[src/rtl/uart_idle_pkg.sv]
`timescale 1ns/1ps
package uart_idle_pkg;
  // Character length in bit periods: start + data + parity + stop.
  function automatic logic [4:0] char_bits(input logic [1:0] dlen,
                                           input logic par,
                                           input logic stop2);
    char_bits = 5'd1 + (5'd5 + {3'd0, dlen}) + {4'd0, par} + (stop2 ? 5'd2 : 5'd1);
  endfunction
endpackage

[src/rtl/uart_rx_edge_detect.sv]
`timescale 1ns/1ps
module uart_rx_edge_detect (
  input  logic clk,
  input  logic rst_n,
  input  logic rx_line,
  output logic start_edge
);
  logic rx_q;

  always_ff @(posedge clk or negedge rst_n) begin
    if (!rst_n) rx_q <= 1'b1;
    else        rx_q <= rx_line;
  end

  assign start_edge = rx_q & ~rx_line;

  // a falling edge cannot be registered twice in a row
  p_edge_isolated_r2: assert property (@(posedge clk) disable iff (!rst_n)
    start_edge |=> !start_edge);
endmodule

[src/rtl/uart_idle_timer.sv]
`timescale 1ns/1ps
module uart_idle_timer #(
  parameter int OSR   = 16,
  parameter int CNT_W = 5
) (
  input  logic             clk,
  input  logic             rst_n,
  input  logic             tick,
  input  logic             restart,
  input  logic             hold,
  input  logic [CNT_W-1:0] limit,
  output logic             expire
);
  localparam int SUB_W = (OSR > 1) ? $clog2(OSR) : 1;
  localparam logic [SUB_W-1:0] SUB_LAST = SUB_W'(OSR - 1);

  logic             armed;
  logic [SUB_W-1:0] sub_q;
  logic [CNT_W-1:0] bits_q;
  logic             frozen, bit_done;
  logic [CNT_W:0]   bits_nxt;

  always_comb begin
    frozen   = hold || (limit == '0);
    bit_done = armed && !restart && !frozen && tick && (sub_q == SUB_LAST);
    bits_nxt = {1'b0, bits_q} + 1'b1;
    expire   = bit_done && (bits_nxt >= {1'b0, limit});
  end

  always_ff @(posedge clk or negedge rst_n) begin
    if (!rst_n) begin
      armed  <= 1'b0;
      sub_q  <= '0;
      bits_q <= '0;
    end else if (restart) begin
      armed  <= 1'b1;
      sub_q  <= '0;
      bits_q <= '0;
    end else if (frozen) begin
      sub_q  <= '0;
      bits_q <= '0;
    end else if (armed && tick) begin
      if (sub_q == SUB_LAST) begin
        sub_q <= '0;
        if (expire) begin
          armed  <= 1'b0;
          bits_q <= '0;
        end else begin
          bits_q <= bits_nxt[CNT_W-1:0];
        end
      end else begin
        sub_q <= sub_q + 1'b1;
      end
    end
  end

  // without a tick the sub-bit phase does not move
  p_sub_stable_r10: assert property (@(posedge clk) disable iff (!rst_n)
    (!tick && !restart && !frozen) |=> $stable(sub_q));
  // a start edge leaves the timer armed at zero
  p_restart_clears_r2: assert property (@(posedge clk) disable iff (!rst_n)
    restart |=> (armed && sub_q == '0 && bits_q == '0));
  // hold pins the count at zero
  p_hold_zero_r5: assert property (@(posedge clk) disable iff (!rst_n)
    (hold && !restart) |=> (sub_q == '0 && bits_q == '0));
endmodule

[src/rtl/uart_idle_flag.sv]
`timescale 1ns/1ps
module uart_idle_flag (
  input  logic clk,
  input  logic rst_n,
  input  logic set,
  input  logic clr,
  input  logic ie,
  output logic flag,
  output logic irq
);
  always_ff @(posedge clk or negedge rst_n) begin
    if (!rst_n) begin
      flag <= 1'b0;
      irq  <= 1'b0;
    end else begin
      flag <= set | (flag & ~clr);
      irq  <= set & ~flag & ie;
    end
  end

  // interrupt is a single-cycle pulse
  p_irq_single_r9: assert property (@(posedge clk) disable iff (!rst_n)
    irq |=> !irq);
  // a pulse only accompanies a set flag
  p_irq_flag_r9: assert property (@(posedge clk) disable iff (!rst_n)
    irq |-> flag);
  // flag holds until cleared
  p_sticky_r8: assert property (@(posedge clk) disable iff (!rst_n)
    (flag && !clr) |=> flag);
  // a clear without a new set drops the flag
  p_clear_r8: assert property (@(posedge clk) disable iff (!rst_n)
    (clr && !set) |=> !flag);
endmodule

[src/rtl/uart_idle_timeout.sv]
`timescale 1ns/1ps
module uart_idle_timeout #(
  parameter int OSR        = 16,
  parameter int FIFO_DEPTH = 16,
  parameter int SEL_W      = 4,
  parameter int CNT_W      = 5,
  localparam int LVL_W     = $clog2(FIFO_DEPTH + 1)
) (
  input  logic             clk,
  input  logic             rst_n,
  input  logic             os_tick,
  input  logic             rx_line,
  input  logic [LVL_W-1:0] fifo_level,
  input  logic [SEL_W-1:0] rxto_sel,
  input  logic [1:0]       data_len,
  input  logic             parity_en,
  input  logic             two_stop,
  input  logic             rxto_clr,
  input  logic             lto_clr,
  input  logic             rxto_ie,
  input  logic             lto_ie,
  output logic             rxto_flag,
  output logic             lto_flag,
  output logic             rxto_irq,
  output logic             lto_irq
);
  import uart_idle_pkg::*;

  logic             start_edge;
  logic             fifo_empty;
  logic [CNT_W-1:0] rxto_limit, lto_limit;
  logic             rxto_exp, lto_exp;

  assign fifo_empty = (fifo_level == '0);
  assign rxto_limit = CNT_W'(rxto_sel);
  assign lto_limit  = CNT_W'(char_bits(data_len, parity_en, two_stop));

  uart_rx_edge_detect u_edge (
    .clk(clk), .rst_n(rst_n), .rx_line(rx_line), .start_edge(start_edge)
  );

  uart_idle_timer #(.OSR(OSR), .CNT_W(CNT_W)) u_rxto_tmr (
    .clk(clk), .rst_n(rst_n), .tick(os_tick), .restart(start_edge),
    .hold(fifo_empty), .limit(rxto_limit), .expire(rxto_exp)
  );

  uart_idle_timer #(.OSR(OSR), .CNT_W(CNT_W)) u_lto_tmr (
    .clk(clk), .rst_n(rst_n), .tick(os_tick), .restart(start_edge),
    .hold(1'b0), .limit(lto_limit), .expire(lto_exp)
  );

  uart_idle_flag u_rxto_flag (
    .clk(clk), .rst_n(rst_n), .set(rxto_exp), .clr(rxto_clr), .ie(rxto_ie),
    .flag(rxto_flag), .irq(rxto_irq)
  );

  uart_idle_flag u_lto_flag (
    .clk(clk), .rst_n(rst_n), .set(lto_exp), .clr(lto_clr), .ie(lto_ie),
    .flag(lto_flag), .irq(lto_irq)
  );

  // receive timeout only rises while the FIFO held data
  p_rxto_fifo_r3: assert property (@(posedge clk) disable iff (!rst_n)
    $rose(rxto_flag) |-> ($past(fifo_level) != '0));
  // a zero selection never yields a receive timeout
  p_rxto_off_r4: assert property (@(posedge clk) disable iff (!rst_n)
    $rose(rxto_flag) |-> ($past(rxto_sel) != '0));
endmodule

[config.mk]
export PLATFORM = sky130hd
export DESIGN_NAME = uart_idle_timeout
export DESIGN_NICKNAME = d
export VERILOG_FILES = /design/src/rtl/uart_idle_pkg.sv /design/src/rtl/uart_rx_edge_detect.sv /design/src/rtl/uart_idle_timer.sv /design/src/rtl/uart_idle_flag.sv /design/src/rtl/uart_idle_timeout.sv
export SDC_FILE = /design/constraint.sdc
export NUM_CORES = 1
export LEC_CHECK = 0
export ABC_AREA = 1
export CAP_MARGIN = 20
export CELL_PAD_IN_SITES_DETAIL_PLACEMENT = 0
export CELL_PAD_IN_SITES_GLOBAL_PLACEMENT = 1
export CORE_UTILIZATION = 25
export DETAILED_ROUTE_END_ITERATION = 16
export HOLD_SLACK_MARGIN = 0.08
export PLACE_DENSITY = 0.58
export SETUP_SLACK_MARGIN = 0.4
export SLEW_MARGIN = 20
export SYNTH_ARGS = -nofsm -noshare
export SYNTH_HDL_FRONTEND = slang
export SYNTH_SLANG_ARGS = --single-unit
[constraint.sdc]
create_clock -name clk -period 5 [get_ports clk]
set_clock_uncertainty 0.05 [all_clocks]
set_input_delay 1.5 -clock clk [delete_from_list [all_inputs] [get_ports clk]]
set_output_delay 1.5 -clock clk [all_outputs]
set_load 0.005 [all_outputs]
==> key figures <==
Synthesis
  – Post-synth top area share: 37.7%
  – Syn. warnings: 0
  – Most area-consuming cells after synthesis: dfrtp_1 (38%), ha_1 (12%), nand2_1 (10%)
  – Syn Inst Count: 203
  – Seq/Total Area, Yosys: 39.3%
  – Synth cell types: 27
  – Syn Area/Cell: 7.85 um^2
  – Mapped Nets: 240
  – Seq cells post-synth: 25
  – Mapped Area: 1590 um^2
  – Area leader, netlist: dfrtp_1

Global route
  – Vias in the first global route: 1267
  – Gr usage total: 10.6%
  – Gr ovfl total: 0
  – Largest net degree at the start of global routing: 26
  – First-pass GRT wire length: 5.51 mm
  – Antenna violations before repair: 0

Final layout
  – ANT cells: 0
  – Final Instance Count excl. Fillers: 306
  – Final #Nets: 269
  – Share of layout cells above drive strength 1: 11.3%
  – Area Growth Syn to Fin: 23.9%

Power
  – Pwr Density: 258 nW/um^2
  – Switch Pwr: 0.000159 W
  – Sequential Power Share: 48.9%
  – Clock power frac: 23.5%
  – Switch share: 31.3%
  – Comb pwr share: 27.6%
  – Worst VDD drop: 0.0901 mV
  – LEAKAGE: 1.02 nW
  – Cell Int Power: 0.000350 W

Critical path
  – Crit path kind: input port to register
  – Worst Path Max Fanout: 2
  – Crit end category: register
  – Critical Path RT: 5.10 ns
  – Worst EP arrival: 3.60 ns
  – Crit path launch type: input port

Run status
  – Status: finished clean

Die
  – Die height: 81.9 um
  – Boundary Pins: 25
  – Die area: 6700 um^2
  – Core area: 6030 um^2
  – Initial core utilization: 26.5%
  – Die Wd: 81.9 um
  – Site row count: 28

Timing
  – Final Max Tran Viols: 0
  – Setup TNS: 0 ns
  – Worst-Margin Slew: 0.332 ns
  – Fmax: 0.286 GHz
  – Fin worst setup slack: 1.50 ns
  – Hold_ws: 0.456 ns
  – Slew HR: 77.9%
  – Fin. Hold Viols: 0
  – # setup viols final: 0
  – Final Cycle Share: 70.0%
  – Fin crit period: 3.50 ns
  – Unrepaired setup endpoints after global routing: no

Clock network
  – Post-CTS setup buffers: 0
  – Root Driver: clkbuf_8
  – Clock sink total: 25
  – Cts bufs inserted: 3
  – Post-CTS Hold Fix Bufs: 0
  – PostCTS Resize Cnt: 0
  – Worst-Skew Late Latency: 0.26 ns
  – Maximum clock path buffer count: 2
  – Clock transition at the registers of the reported paths: 0.08 ns
  – CTS tree: done
  – CTS H-tree depth: 1

Detailed routing
  – Post-route DRC: 0
  – Initial DRT Pass Iterations: 4
  – Drt initial violations: 48
  – ANT nets after route: 0
  – Wirelength per Cell: 10.2 um
  – Via density: 4.25
  – WL final: 3.11 mm
  – Via Count: 1300

Flow run
  – Max Cap Violations: 0

Placed design
  – Placed Cells incl. Taps: 302
  – GP Congestion: 0.678
  – Pre-CTS setup slack: 1.19 ns
  – Port Buffer Count: 24
  – Dpl hpwl: 2.51 mm

Worst hold path
  – Hold crit path type: register to register
==> power groups by stage <==
stage / sequential [W] / clock [W] / combinational (W)
after detailed placement: 0.000254 / 0 / 0.000145
after global placement: 0.000254 / 0 / 0.000143
after global routing: 0.000254 / 0.000137 / 0.000167
final: 0.000249 / 0.000120 / 0.000141
after floorplan: 0.000248 / 0 / 0.000102
after CTS: 0.000250 / 0.000126 / 0.000145
==> state kept, by name, summed over array words and instances, names as in the netlist <==
| signal | cells |
|---|---|
| u_lto_tmr.bits_q | 5 |
| u_rxto_tmr.bits_q | 5 |
| u_lto_tmr.sub_q | 4 |
| u_rxto_tmr.sub_q | 4 |
| u_edge.rx_q | 1 |
| u_lto_flag.flag | 1 |
| u_lto_flag.irq | 1 |
| u_lto_tmr.armed | 1 |
| u_rxto_flag.flag | 1 |
| u_rxto_flag.irq | 1 |
| u_rxto_tmr.armed | 1 |
==> placed cells by master (no fill, tap or decap), types with 4 or more instances in the layout <==
master	Yosys	final
nand2_1	44	44
inv_1	29	29
clkdlybuf4s50_1	0	24
dfrtp_1	24	24
nor2_1	20	20
ha_1	15	15
nand3_1	12	12
inv_2	11	11
o21ai_1	9	9
nand4_1	8	8
xor2_1	6	6
a21oi_1	4	4
==> synth_stat cells (all sizes together) <==
library cell   n
nor3           4
inv           40
ha            15
nand4          8
a21boi         1
a21o           1
buf            1
nor2          23
fa             1
dfstp          1
nand3b         1
o21ai          9
a21oi          5
dfrtp         24
xor2           6
nand2         45
nor3b          2
or2            1
a311oi         1
nand3         14
==> logic make-up (layout without fill, tap and decap cells) <==
logic type / count (synthesis) / in the layout / synth area share [%]
adders and majority gates: 16 / 16 / 13.0
DFF: 25 / 25 / 39.3
and+or+nand+nor: 98 / 98 / 28.5
AOI/OAI and AO/OA: 17 / 17 / 6.12
buffers and inverters: 41 / 69 / 9.73
xor gates and xnor gates: 6 / 6 / 3.30
==> metrics by stage <==
step                total power (W)  instance area (um^2)  utilization (%)
finish                     0.000510                  1980             32.8
CTS                        0.000521                  1980             32.8
global route               0.000559                  1980             32.8
global placement           0.000397                  1930             32.0
floorplan                  0.000350                  1590                -
detailed placement         0.000398                  1930             32.0
==> worst paths after layout <==
kind                                     startpoint             endpoint  slack, ns  cells after the start
worst max register to register  u_lto_tmr.bits_q[0]      u_lto_flag.flag       3.16                      9
worst min register to register  u_rxto_tmr.sub_q[3]  u_rxto_tmr.sub_q[3]       0.46                      1
min in group asynchronous                     rst_n  u_lto_tmr.bits_q[4]       1.55                      2
worst min-delay path            u_rxto_tmr.sub_q[3]  u_rxto_tmr.sub_q[3]       0.46                      1
max in group asynchronous                     rst_n          u_edge.rx_q       3.06                      2
worst max-delay path                       two_stop      u_lto_flag.flag       1.50                     13
==> layout make-up <==
class                      instances  area, um^2
sequential                        25         627
tap                               75        93.8
clock buffer                       4        45.0
timing repair buffer              25         248
fill                             661        4050
multi-input combinational        137         812
inverter                          40         150
==> worst max-delay path, stage by stage <==
cell and delay, ns:
clkdlybuf4s50_1 0.45, inv_1 0.06, fa_1 0.36, ha_1 0.30, inv_1 0.04, ha_1 0.27, a21boi_1 0.12, o21ai_1 0.12
nand2_1 0.06, nand2_1 0.09, nand2_1 0.08, nand2_1 0.09, o21ai_1 0.07
==> per-layer routing <==
layer | vias up | global-route usage (%) | share of wire (%)
li1 | 698 | - | -
met2 | 18 | 18.8 | 49
met4 | 0 | 3.16 | 0.48
met1 | 582 | 13.0 | 47
met3 | 2 | 1.67 | 3.4
met5 | - | 0 | 0
Power figures use the tool's default switching activity.
